**config.mk**
```make
export PLATFORM = sky130hd
export DESIGN_NAME = hmap_port
export DESIGN_NICKNAME = d
export VERILOG_FILES = /design/src/rtl/hmap_pkg.sv /design/src/rtl/hmap_sync.sv /design/src/rtl/hmap_addr.sv /design/src/rtl/hmap_ctrl.sv /design/src/rtl/hmap_port.sv
export SDC_FILE = /design/constraint.sdc
export NUM_CORES = 1
export LEC_CHECK = 0
export ABC_AREA = 1
export CELL_PAD_IN_SITES_DETAIL_PLACEMENT = 1
export CELL_PAD_IN_SITES_GLOBAL_PLACEMENT = 1
export CORE_ASPECT_RATIO = 1.25
export CORE_MARGIN = 2
export CORE_UTILIZATION = 43
export DETAILED_ROUTE_END_ITERATION = 8
export DONT_BUFFER_PORTS = 1
export PLACE_DENSITY_LB_ADDON = 0.1
export SLEW_MARGIN = 5
export SYNTH_ARGS = -nofsm -noshare
export SYNTH_HDL_FRONTEND = slang
export SYNTH_HIERARCHICAL = 1
export SYNTH_SLANG_ARGS = --single-unit
```
**constraint.sdc**
```tcl
create_clock -name clk -period 1.7 [get_ports clk]
set_input_delay 0.34 -clock clk [delete_from_list [all_inputs] [get_ports clk]]
set_output_delay 0.34 -clock clk [all_outputs]
set_load 0.005 [all_outputs]
```
**src/rtl/hmap_pkg.sv**
```systemverilog
`timescale 1ns/1ps
package hmap_pkg;
   typedef enum logic [1:0] {
      ST_IDLE = 2'd0,
      ST_ACC  = 2'd1,
      ST_RDW  = 2'd2
   } hmap_state_e;

   typedef struct packed {
      logic sel;
      logic latch;
      logic rd;
      logic wr;
   } hmap_strb_t;
endpackage

```
**src/rtl/hmap_sync.sv**
```systemverilog
`timescale 1ns/1ps
module hmap_sync #(
   parameter int W      = 4,
   parameter int STAGES = 2
) (
   input  logic         clk,
   input  logic         rst_n,
   input  logic [W-1:0] d,
   output logic [W-1:0] q
);
   logic [STAGES-1:0][W-1:0] stg;

   generate
      if (STAGES < 2) begin : g_bad_stages
         $error("hmap_sync: STAGES must be at least 2");
      end
   endgenerate

   always_ff @(posedge clk or negedge rst_n) begin
      if (!rst_n) begin
         stg <= '0;
      end else begin
         stg[0] <= d;
         for (int i = 1; i < STAGES; i++) stg[i] <= stg[i-1];
      end
   end

   assign q = stg[STAGES-1];
endmodule

```
**src/rtl/hmap_addr.sv**
```systemverilog
`timescale 1ns/1ps
module hmap_addr #(
   parameter int AW = 14,
   parameter int DW = 16,
   parameter int OW = 8
) (
   input  logic          clk,
   input  logic          rst_n,
   input  logic          load,
   input  logic [DW-1:0] word,
   input  logic          inc,
   output logic [AW-1:0] addr,
   output logic          space,
   output logic [OW-1:0] ovl
);
   localparam int SEL_BIT   = DW - 1;
   localparam int SPACE_BIT = DW - 2;

   logic pick_ovl;
   logic ovl_clean;

   generate
      if (AW > DW - 2) begin : g_bad_aw
         $error("hmap_addr: AW must leave room for the space and select bits");
      end
      if (OW > DW - 2) begin : g_bad_ow
         $error("hmap_addr: OW too wide for the setup word");
      end
   endgenerate

   assign pick_ovl  = word[SEL_BIT];
   assign ovl_clean = (word[SPACE_BIT:OW] == '0);

   // setup word decode; R6: step after a completed word
   always_ff @(posedge clk or negedge rst_n) begin
      if (!rst_n) begin
         addr  <= '0;
         space <= 1'b0;
         ovl   <= '0;
      end else if (load) begin
         if (!pick_ovl) begin
            addr  <= word[AW-1:0];
            space <= word[SPACE_BIT];
         end else if (ovl_clean) begin
            ovl <= word[OW-1:0];
         end
      end else if (inc) begin
         addr <= addr + 1'b1;
      end
   end
endmodule

```
**src/rtl/hmap_ctrl.sv**
```systemverilog
`timescale 1ns/1ps
module hmap_ctrl
   import hmap_pkg::*;
#(
   parameter int          AW       = 14,
   parameter int          DW       = 16,
   parameter int          PW       = 24,
   parameter bit          GUARD_EN = 1'b1,
   parameter logic [AW-1:0] CTRL_LO = 14'h3FE0,
   parameter logic [AW-1:0] CTRL_HI = 14'h3FFF
) (
   input  logic          clk,
   input  logic          rst_n,
   input  logic          ev_rd,
   input  logic          ev_wr,
   input  logic          clr_phase,
   input  logic [DW-1:0] bus_word,
   input  logic          space,
   input  logic [AW-1:0] addr,
   input  logic [PW-1:0] mem_rdata,
   output logic          mem_req,
   output logic          mem_we,
   output logic [PW-1:0] mem_wdata,
   output logic          inc,
   output logic          ack,
   output logic [DW-1:0] dout
);
   localparam int LW = PW - DW;

   hmap_state_e   state;
   logic          is_wr;
   logic [DW-1:0] wbuf;
   logic [DW-1:0] hold;
   logic [LW-1:0] lo;
   logic          phase;
   logic          ctrl_hit;
   logic          need;
   logic          last;

   generate
      if (LW < 1 || LW > DW) begin : g_bad_pw
         $error("hmap_ctrl: PW must lie between DW+1 and 2*DW");
      end
      if (GUARD_EN) begin : g_guard
         assign ctrl_hit = !space && (addr >= CTRL_LO) && (addr <= CTRL_HI);
      end else begin : g_noguard
         assign ctrl_hit = 1'b0;
      end
   endgenerate

   // program words need memory on write-second / read-first halves
   always_comb begin
      last = !space || phase;
      if (ctrl_hit)   need = 1'b0;
      else if (!space) need = 1'b1;
      else            need = is_wr ? phase : !phase;
   end

   assign mem_req   = (state == ST_ACC) && need;
   assign mem_we    = is_wr;
   assign mem_wdata = space ? {hold, wbuf[LW-1:0]} : {{LW{1'b0}}, wbuf};
   assign inc       = (state == ST_ACC) && last;

   always_ff @(posedge clk or negedge rst_n) begin
      if (!rst_n) begin
         state <= ST_IDLE;
         is_wr <= 1'b0;
         wbuf  <= '0;
         hold  <= '0;
         lo    <= '0;
         phase <= 1'b0;
         ack   <= 1'b1;
         dout  <= '0;
      end else begin
         unique case (state)
            ST_IDLE: begin
               if (clr_phase) phase <= 1'b0;
               if (ev_wr || ev_rd) begin
                  state <= ST_ACC;
                  is_wr <= ev_wr;
                  wbuf  <= bus_word;
                  ack   <= 1'b0;
               end
            end
            ST_ACC: begin
               if (space) begin
                  phase <= !phase;
                  if (is_wr && !phase) hold <= wbuf;
               end
               if (!is_wr && need) begin
                  state <= ST_RDW;
               end else begin
                  if (!is_wr) dout <= ctrl_hit ? '0 : {{(DW-LW){1'b0}}, lo};
                  ack   <= 1'b1;
                  state <= ST_IDLE;
               end
            end
            ST_RDW: begin
               dout  <= space ? mem_rdata[PW-1:LW] : mem_rdata[DW-1:0];
               lo    <= mem_rdata[LW-1:0];
               ack   <= 1'b1;
               state <= ST_IDLE;
            end
            default: state <= ST_IDLE;
         endcase
      end
   end
endmodule

```
**src/rtl/hmap_port.sv**
```systemverilog
`timescale 1ns/1ps
module hmap_port
   import hmap_pkg::*;
#(
   parameter int            AW          = 14,
   parameter int            DW          = 16,
   parameter int            PW          = 24,
   parameter int            OW          = 8,
   parameter int            SYNC_STAGES = 2,
   parameter bit            GUARD_EN    = 1'b1,
   parameter logic [AW-1:0] CTRL_LO     = 14'h3FE0,
   parameter logic [AW-1:0] CTRL_HI     = 14'h3FFF
) (
   input  logic          clk,
   input  logic          rst_n,
   input  logic          host_sel,
   input  logic          host_latch,
   input  logic          host_rd,
   input  logic          host_wr,
   input  logic [DW-1:0] host_bus_in,
   output logic [DW-1:0] host_bus_out,
   output logic          host_bus_oe,
   output logic          host_ack,
   output logic          mem_req,
   output logic          mem_we,
   output logic          mem_space,
   output logic [AW-1:0] mem_addr,
   output logic [OW-1:0] mem_ovl,
   output logic [PW-1:0] mem_wdata,
   input  logic [PW-1:0] mem_rdata
);
   localparam int SW = $bits(hmap_strb_t);

   hmap_strb_t    strb_raw, strb_s, strb_p;
   logic [DW-1:0] bus_s;
   logic          ev_latch, ev_rd, ev_wr, inc;
   logic [AW-1:0] cur_addr;

   assign strb_raw = '{sel: host_sel, latch: host_latch, rd: host_rd, wr: host_wr};

   // strobes and bus share one synchronizer so the word lines up with its edge
   hmap_sync #(.W(SW + DW), .STAGES(SYNC_STAGES)) u_sync (
      .clk  (clk),
      .rst_n(rst_n),
      .d    ({strb_raw, host_bus_in}),
      .q    ({strb_s, bus_s})
   );

   always_ff @(posedge clk or negedge rst_n) begin
      if (!rst_n) strb_p <= '0;
      else        strb_p <= strb_s;
   end

   // every event needs the synchronized select
   assign ev_latch = strb_s.sel && strb_p.latch && !strb_s.latch;
   assign ev_rd    = strb_s.sel && strb_s.rd && !strb_p.rd;
   assign ev_wr    = strb_s.sel && strb_s.wr && !strb_p.wr;

   hmap_addr #(.AW(AW), .DW(DW), .OW(OW)) u_addr (
      .clk  (clk),
      .rst_n(rst_n),
      .load (ev_latch),
      .word (bus_s),
      .inc  (inc),
      .addr (cur_addr),
      .space(mem_space),
      .ovl  (mem_ovl)
   );

   hmap_ctrl #(
      .AW(AW), .DW(DW), .PW(PW), .GUARD_EN(GUARD_EN),
      .CTRL_LO(CTRL_LO), .CTRL_HI(CTRL_HI)
   ) u_ctrl (
      .clk      (clk),
      .rst_n    (rst_n),
      .ev_rd    (ev_rd),
      .ev_wr    (ev_wr),
      .clr_phase(ev_latch),
      .bus_word (bus_s),
      .space    (mem_space),
      .addr     (cur_addr),
      .mem_rdata(mem_rdata),
      .mem_req  (mem_req),
      .mem_we   (mem_we),
      .mem_wdata(mem_wdata),
      .inc      (inc),
      .ack      (host_ack),
      .dout     (host_bus_out)
   );

   assign mem_addr    = cur_addr;
   assign host_bus_oe = host_sel && host_rd;
endmodule

```
; Word level (Yosys, flattened, before mapping)
; Index checks and enable logic that the tools add are counted.
[word_totals]
reg_bits = 127
latchBits = 0
ramBits = 0
romBits = 0
input_bits = 46
out_inout_bits = 67
wordCells = 84
mem_count = 0
[classes]
add_sub_neg = 1
mul = 0
div = 0
order_cmp = 2
n_eq_ne = 8
shifts = 0
n_mux = 21
n_bitwise = 1
reduce_logical = 35
[op_table]
columns = operator, n
row1 = 16-bit 2-to-1 mux, 3
row2 = 14-bit 2-to-1 mux, 3
row3 = 16-bit case mux with 2 select lines, 1
row4 = 24-bit 2-to-1 mux, 1
row5 = 3-bit AND reduction, 5
row6 = "14-bit by 1-bit adder with 14-bit output, second input constant", 1
row7 = "14-bit greater-or-equal comparator, second input constant", 1
row8 = "14-bit less-or-equal comparator, second input constant", 1
row9 = 1-bit logical AND, 13
row10 = "2-bit inequality test, second input constant", 5
row11 = 8-bit 2-to-1 mux, 1
row12 = 7-bit logical NOT, 1
row13 = 1-bit 2-to-1 mux, 7
row14 = 1-bit logical NOT, 6
row15 = 2-bit AND reduction, 3
row16 = 2-bit nonzero test, 3
row17 = 2-bit 2-to-1 mux, 2
row18 = 2-bit case mux with 2 select lines, 1
row19 = 1-bit case mux with 3 select lines, 1
row20 = 3-bit nonzero test, 1
row21 = "2-bit by 1-bit == test with 1-bit output, second input constant", 1
row22 = "2-bit == test, second input constant", 1
row23 = 2-bit logical NOT, 1
row24 = 1-bit logical OR, 2
row25 = 3 further kinds, 3

; Longest topological paths before layout
[logic_depth]
ltp_word = 7
ltp_mapped = 12

; Hierarchy
; The synthesis kept the hierarchy.
[by_module_without_submodules]
columns = mod, n_inst, cells_per_inst, area_each_um2, seq_area_each_um2
row1 = hmap_ctrl, 1, 378, 3072.9, 1527.7
row2 = hmap_addr, 1, 193, 1421.4, 575.6
row3 = hmap_sync, 1, 60, 1151.1, 1001.0
row4 = hmap_port, 1, 11, 105.1, 75.1

; Least setup slack after synthesis
; No wires, ideal clock.
[synth_path]
path_type = register to register
startpoint = register u_addr.space
endpoint = register u_addr.addr[1]
arrival_time_ps = 1563
required_time_ps = 1618
slack_ps = 55
path_stages_with_launch = 10
cell_sequence = dfrtp_1 -> buf_6 -> buf_2 -> buf_2 -> a21oi_1 -> nand2_2 -> nand2_8 -> buf_12 -> nor2_2 -> a31oi_1
[synth_between]
elab_chain_len = 5
[synth_rtl]
columns = element, line
row1 = start: declaration, hmap_addr.sv:13  ; output logic space,
row2 = start signal: assignment, hmap_addr.sv:43  ; space <= word[SPACE_BIT];
row3 = 1-bit logical NOT, hmap_ctrl.sv:53  ; last = !space || phase;
row4 = 1-bit logical OR, hmap_ctrl.sv:53
row5 = 1-bit logical AND, hmap_ctrl.sv:62  ; assign inc = (state == ST_ACC) && last;
row6 = via inc, hmap_port.sv:36  ; logic ev_latch, ev_rd, ev_wr, inc;
row7 = 2-bit nonzero test (no source line), -
row8 = 2-bit AND reduction (no source line), -
row9 = end signal: assignment, hmap_addr.sv:42  ; addr <= word[AW-1:0];
row10 = end signal: assignment, hmap_addr.sv:48  ; addr <= addr + 1'b1;
row11 = end: declaration, hmap_addr.sv:12  ; output logic [AW-1:0] addr,
; The timed path passes the listed nets, and every way through them passes these cells.
; A chain may end at the register's enable or synchronous reset.

; Final worst setup path
[layout_path]
startpoint = register u_ctrl.is_wr, in the netlist u_ctrl/mem_we
endpoint = output port mem_req
[layout_between]
elab_chain_len = 4
[layout_rtl]
columns = element, line
row1 = start: declaration, hmap_ctrl.sv:31  ; logic is_wr;
row2 = start signal: assignment, hmap_ctrl.sv:80  ; is_wr <= ev_wr;
row3 = 1-bit 2-to-1 mux, hmap_ctrl.sv:56  ; else need = is_wr ? phase : !phase;
row4 = 1-bit 2-to-1 mux, hmap_ctrl.sv:55  ; else if (!space) need = 1'b1;
row5 = 1-bit 2-to-1 mux, hmap_ctrl.sv:54  ; if (ctrl_hit) need = 1'b0;
row6 = 1-bit logical AND, hmap_ctrl.sv:59  ; assign mem_req = (state == ST_ACC) && need;
row7 = end: declaration, hmap_port.sv:24  ; output logic mem_req,
; No other way between the ends.

==> results.txt <==
* Outcome: finished, violations left
- The final reports fail on negative hold slack, negative setup slack.
* Avg Inst Size Synth: 8.96 um^2
- TritonCTS built the clock tree.
- Utilization of the core after routing: 0.515
- The first detailed-routing pass took 4 iterations.
- The worst setup path is of the flip-flop to primary output kind.
- Across the VDD grid, the largest voltage drop is 0.000904 V.
* Worst clock skew: 0.00807 ns
- Synthesis instantiated 35 different standard cells from the library.
- Worst skew pair latency: 0.41 ns
- Critical Path Start Type: flip-flop
- Hold bufs inserted after CTS: 20
- Post-synthesis net count: 694
- Sequential cell area: 3180 um^2
* Synth Cell Area: 5750 um^2
- In the synthesized netlist the dominant register cell turns out to be sky130_fd_sc_hd__dfrtp_1.
- The worst register-to-register path has a setup slack of 0.12 ns.
- Cell taking the most area after synthesis: sky130_fd_sc_hd__dfrtp_1
- Setup Total Neg Slack: -0.0127 ns
- Vias/cell: 5.03
* Commonest cells in the synthesized netlist: 174 x sky130_fd_sc_hd__nand2_1, 126 x sky130_fd_sc_hd__dfrtp_1, 69 x sky130_fd_sc_hd__inv_1, 54 x sky130_fd_sc_hd__o21ai_0, 42 x sky130_fd_sc_hd__nor2_1
- The count of pins over their slew limit came to 0.
* Total clock sinks: 127
* Number of buffers created by CTS: 17
- Count of flip-flops with a built-in enable after synthesis: 0
* Post-layout minimum cycle time: 1.71 ns
- Count of antenna-violating nets left after detailed routing: 0
* Final wirelength: 14700 um
* Final hold viol count: 127
- The detailed router finished its first iteration with 214 violations.
- Wire length of the first global-routing pass: 24200 um
* Gate Count Post-Synth: 642
- In this run the clock root is driven by a sky130_fd_sc_hd__clkbuf_16.
- Cell leakage power: 0.00340 uW
- Final-layout worst hold slack: -0.376 ns
* Most common cell in the synthesized netlist: sky130_fd_sc_hd__nand2_1
* Total congestion overflow: 0
- Post-route DRC violation count: 0
- Share of async-settable or async-resettable flops after synthesis: 1.00
- In this run the worst path has a maximum fanout of 2.
* Total number of vias: 4300
- Clock-pin slew was measured on the worst setup and hold paths at 0.06 ns.
- The H-tree was split into 4 levels.
- Largest net degree at the start of global routing: 128
* Area of the multi-input gates: 1980 um^2
- Die boundary height: 133 um
* P&R area growth vs syn: 18.1%
* Slew @ Worst Pin: 0.447 ns
* Buffers on Ports: 0
- Across every metal layer, demand over resource in global routing totals 0.218.
- The min-delay analysis places its worst path in the category primary input to asynchronous set/reset pin.
* Layout cells sized above 1: 0.173
- The number of global-route vias before repair was 4740.
- At the end of routability-driven placement, the weighted congestion stood at 0.776.
- Sequential fraction of the synthesis area: 0.553
* Floorplan die width: 107 um
- PnR worst setup slack: -0.0127 ns
- Yosys reg bits: 127
- The layout has 1546 filler cells.
* Arrival time of data at the critical path endpoint: 1.37 ns
* Type of destination of the critical path: primary output
- Std cell rows: 47
- In this run the deepest clock path goes through 2 buffers.
* Worst setup timing slack at the placement stage: -0.00719 ns
* Slew headroom: 0.701
- RSZ-0062 raised after global routing: true
* I/O pins: 113
* Post-DP HPWL: 10300 um
* Number of antenna violations at the first check in global routing: 1
* Setup violations, final: 1
- For this run, the top clock speed supported by timing is 584 MHz.
- Effective utilization at floorplan: 0.437
- Floorplan core area: 13200 um^2
- Data on the critical path is required at its endpoint by 1.36 ns.
- Wire length per cell after detailed routing: 17.2 um
- Total of warnings raised by yosys: 6
- Total die area: 14300 um^2
* Largest cells by area after synthesis: sky130_fd_sc_hd__dfrtp_1 55%, sky130_fd_sc_hd__nand2_1 11%, sky130_fd_sc_hd__o21ai_0 4.7%
- Power Dens Cells: 1820 nW/um^2
* Final-stage net count: 722
* Period utilisation layout: 1.01
- Fraction of synthesized cell area taken by the top area cell type: 0.548
- Max-cap violations in this run came to 0.
==> power by group <==
part | total (uW) | internal [uW] | switching [uW]
Sequential | 4430 | 3880 | 555
Clock | 3730 | 2330 | 1390
Combinational | 4200 | 1620 | 2580
==> per-layer routing <==
layer,wire length (um),vias up,global-route usage
met1,5940,2124,0.256
met3,679,21,0.0587
met2,7780,93,0.391
met4,272,0,0.0627
met5,0,-,0
li1,-,2062,-
==> logic make-up after synthesis <==
group                      after synthesis  share of synthesized area
DFF                                    127                      0.553
and+or+nand+nor                        270                      0.208
buffers and inverters                  123                      0.113
AOI/OAI and AO/OA                      115                      0.112
xor gates and xnor gates                 1                    0.00152
adders and majority gates                6                     0.0131
==> layout by cell type (no fill, tap or decap), drive strengths merged <==
cell and n:
o21a 1, buf 39, nand3 30, nor3 2
dfrtp 126, nand4 7, nor2 49, xor2 1
clkbuf 18, dlygate4sd3 20, o21bai 2, clkinvlp 2
o22ai 4, o21ai 65, dfstp 1, ha 6
bufinv 3, inv 78, diode 1, nand2 182
a31oi 1, a21oi 41, clkinv 4, a311oi 1
==> final cells by class <==
type	instances	share of cell area
Inverter	73	0.0418
Clock inverter	14	0.0265
Sequential cell	127	0.469
Clock buffer	18	0.0632
Tap cell	171	0.0315
Timing Repair Buffer	59	0.0768
Antenna cell	1	0.000369
Multi-Input combinational cell	392	0.291
==> metrics by stage <==
step / instance area (um^2) / hold WS (ns) / power, uW / instances
after detailed placement: 5850 / 0.0507 / 8400 / 794
after global placement: 5850 / 0.0500 / 8180 / 794
after global routing: 6790 / -0.398 / 13300 / 855
after floorplan: 5750 / 0.0444 / 7350 / 642
final: 6790 / -0.376 / 12400 / 855
after CTS: 6740 / -0.387 / 12400 / 853
==> sequential cells by signal (all words and copies together), names as in the netlist <==
register,cells
strb_p,3
u_addr/addr,14
u_addr/ovl,8
u_addr/space,1
u_ctrl/ack,1
u_ctrl/dout,16
u_ctrl/hold,16
u_ctrl/lo,8
u_ctrl/mem_we,1
u_ctrl/phase,1
u_ctrl/state,2
u_ctrl/wbuf,16
u_sync/q,20
u_sync/stg,20
==> worst max-delay path, cell delays in order, from the launching register on <==
cell and delay, ns:
sky130_fd_sc_hd__dfrtp_1 0.41, sky130_fd_sc_hd__ha_4 0.29, sky130_fd_sc_hd__nor2_4 0.04, sky130_fd_sc_hd__nor2_4 0.10, sky130_fd_sc_hd__nand2_1 0.07, sky130_fd_sc_hd__inv_1 0.07
==> final timing paths <==
kind                                      startpoint                        to  depth (start not counted)
max reg2reg                 u_addr/space$_DFFE_PN0P_    u_ctrl/ack$_DFFE_PN1P_                          8
max                        u_ctrl/mem_we$_DFFE_PN0P_                   mem_req                          5
max in group asynchronous                      rst_n    u_ctrl/ack$_DFFE_PN1P_                          0
min in group clk                        mem_rdata[5]  u_ctrl/lo[5]$_DFFE_PN0P_                          2
min                                            rst_n    u_sync/q[11]$_DFF_PN0_                          0
min reg2reg                 u_sync/stg[13]$_DFF_PN0_    u_sync/q[13]$_DFF_PN0_                          0
==> timing repair <==
action | CTS | global route
setup buffers | 7 | 1
gates resized for setup | 14 | 13
pin swaps | 5 | 2
endpoints found under the hold margin | 147 | 127
endpoints found under the setup margin | 19 | 25
(Power assumes the default switching activity.)
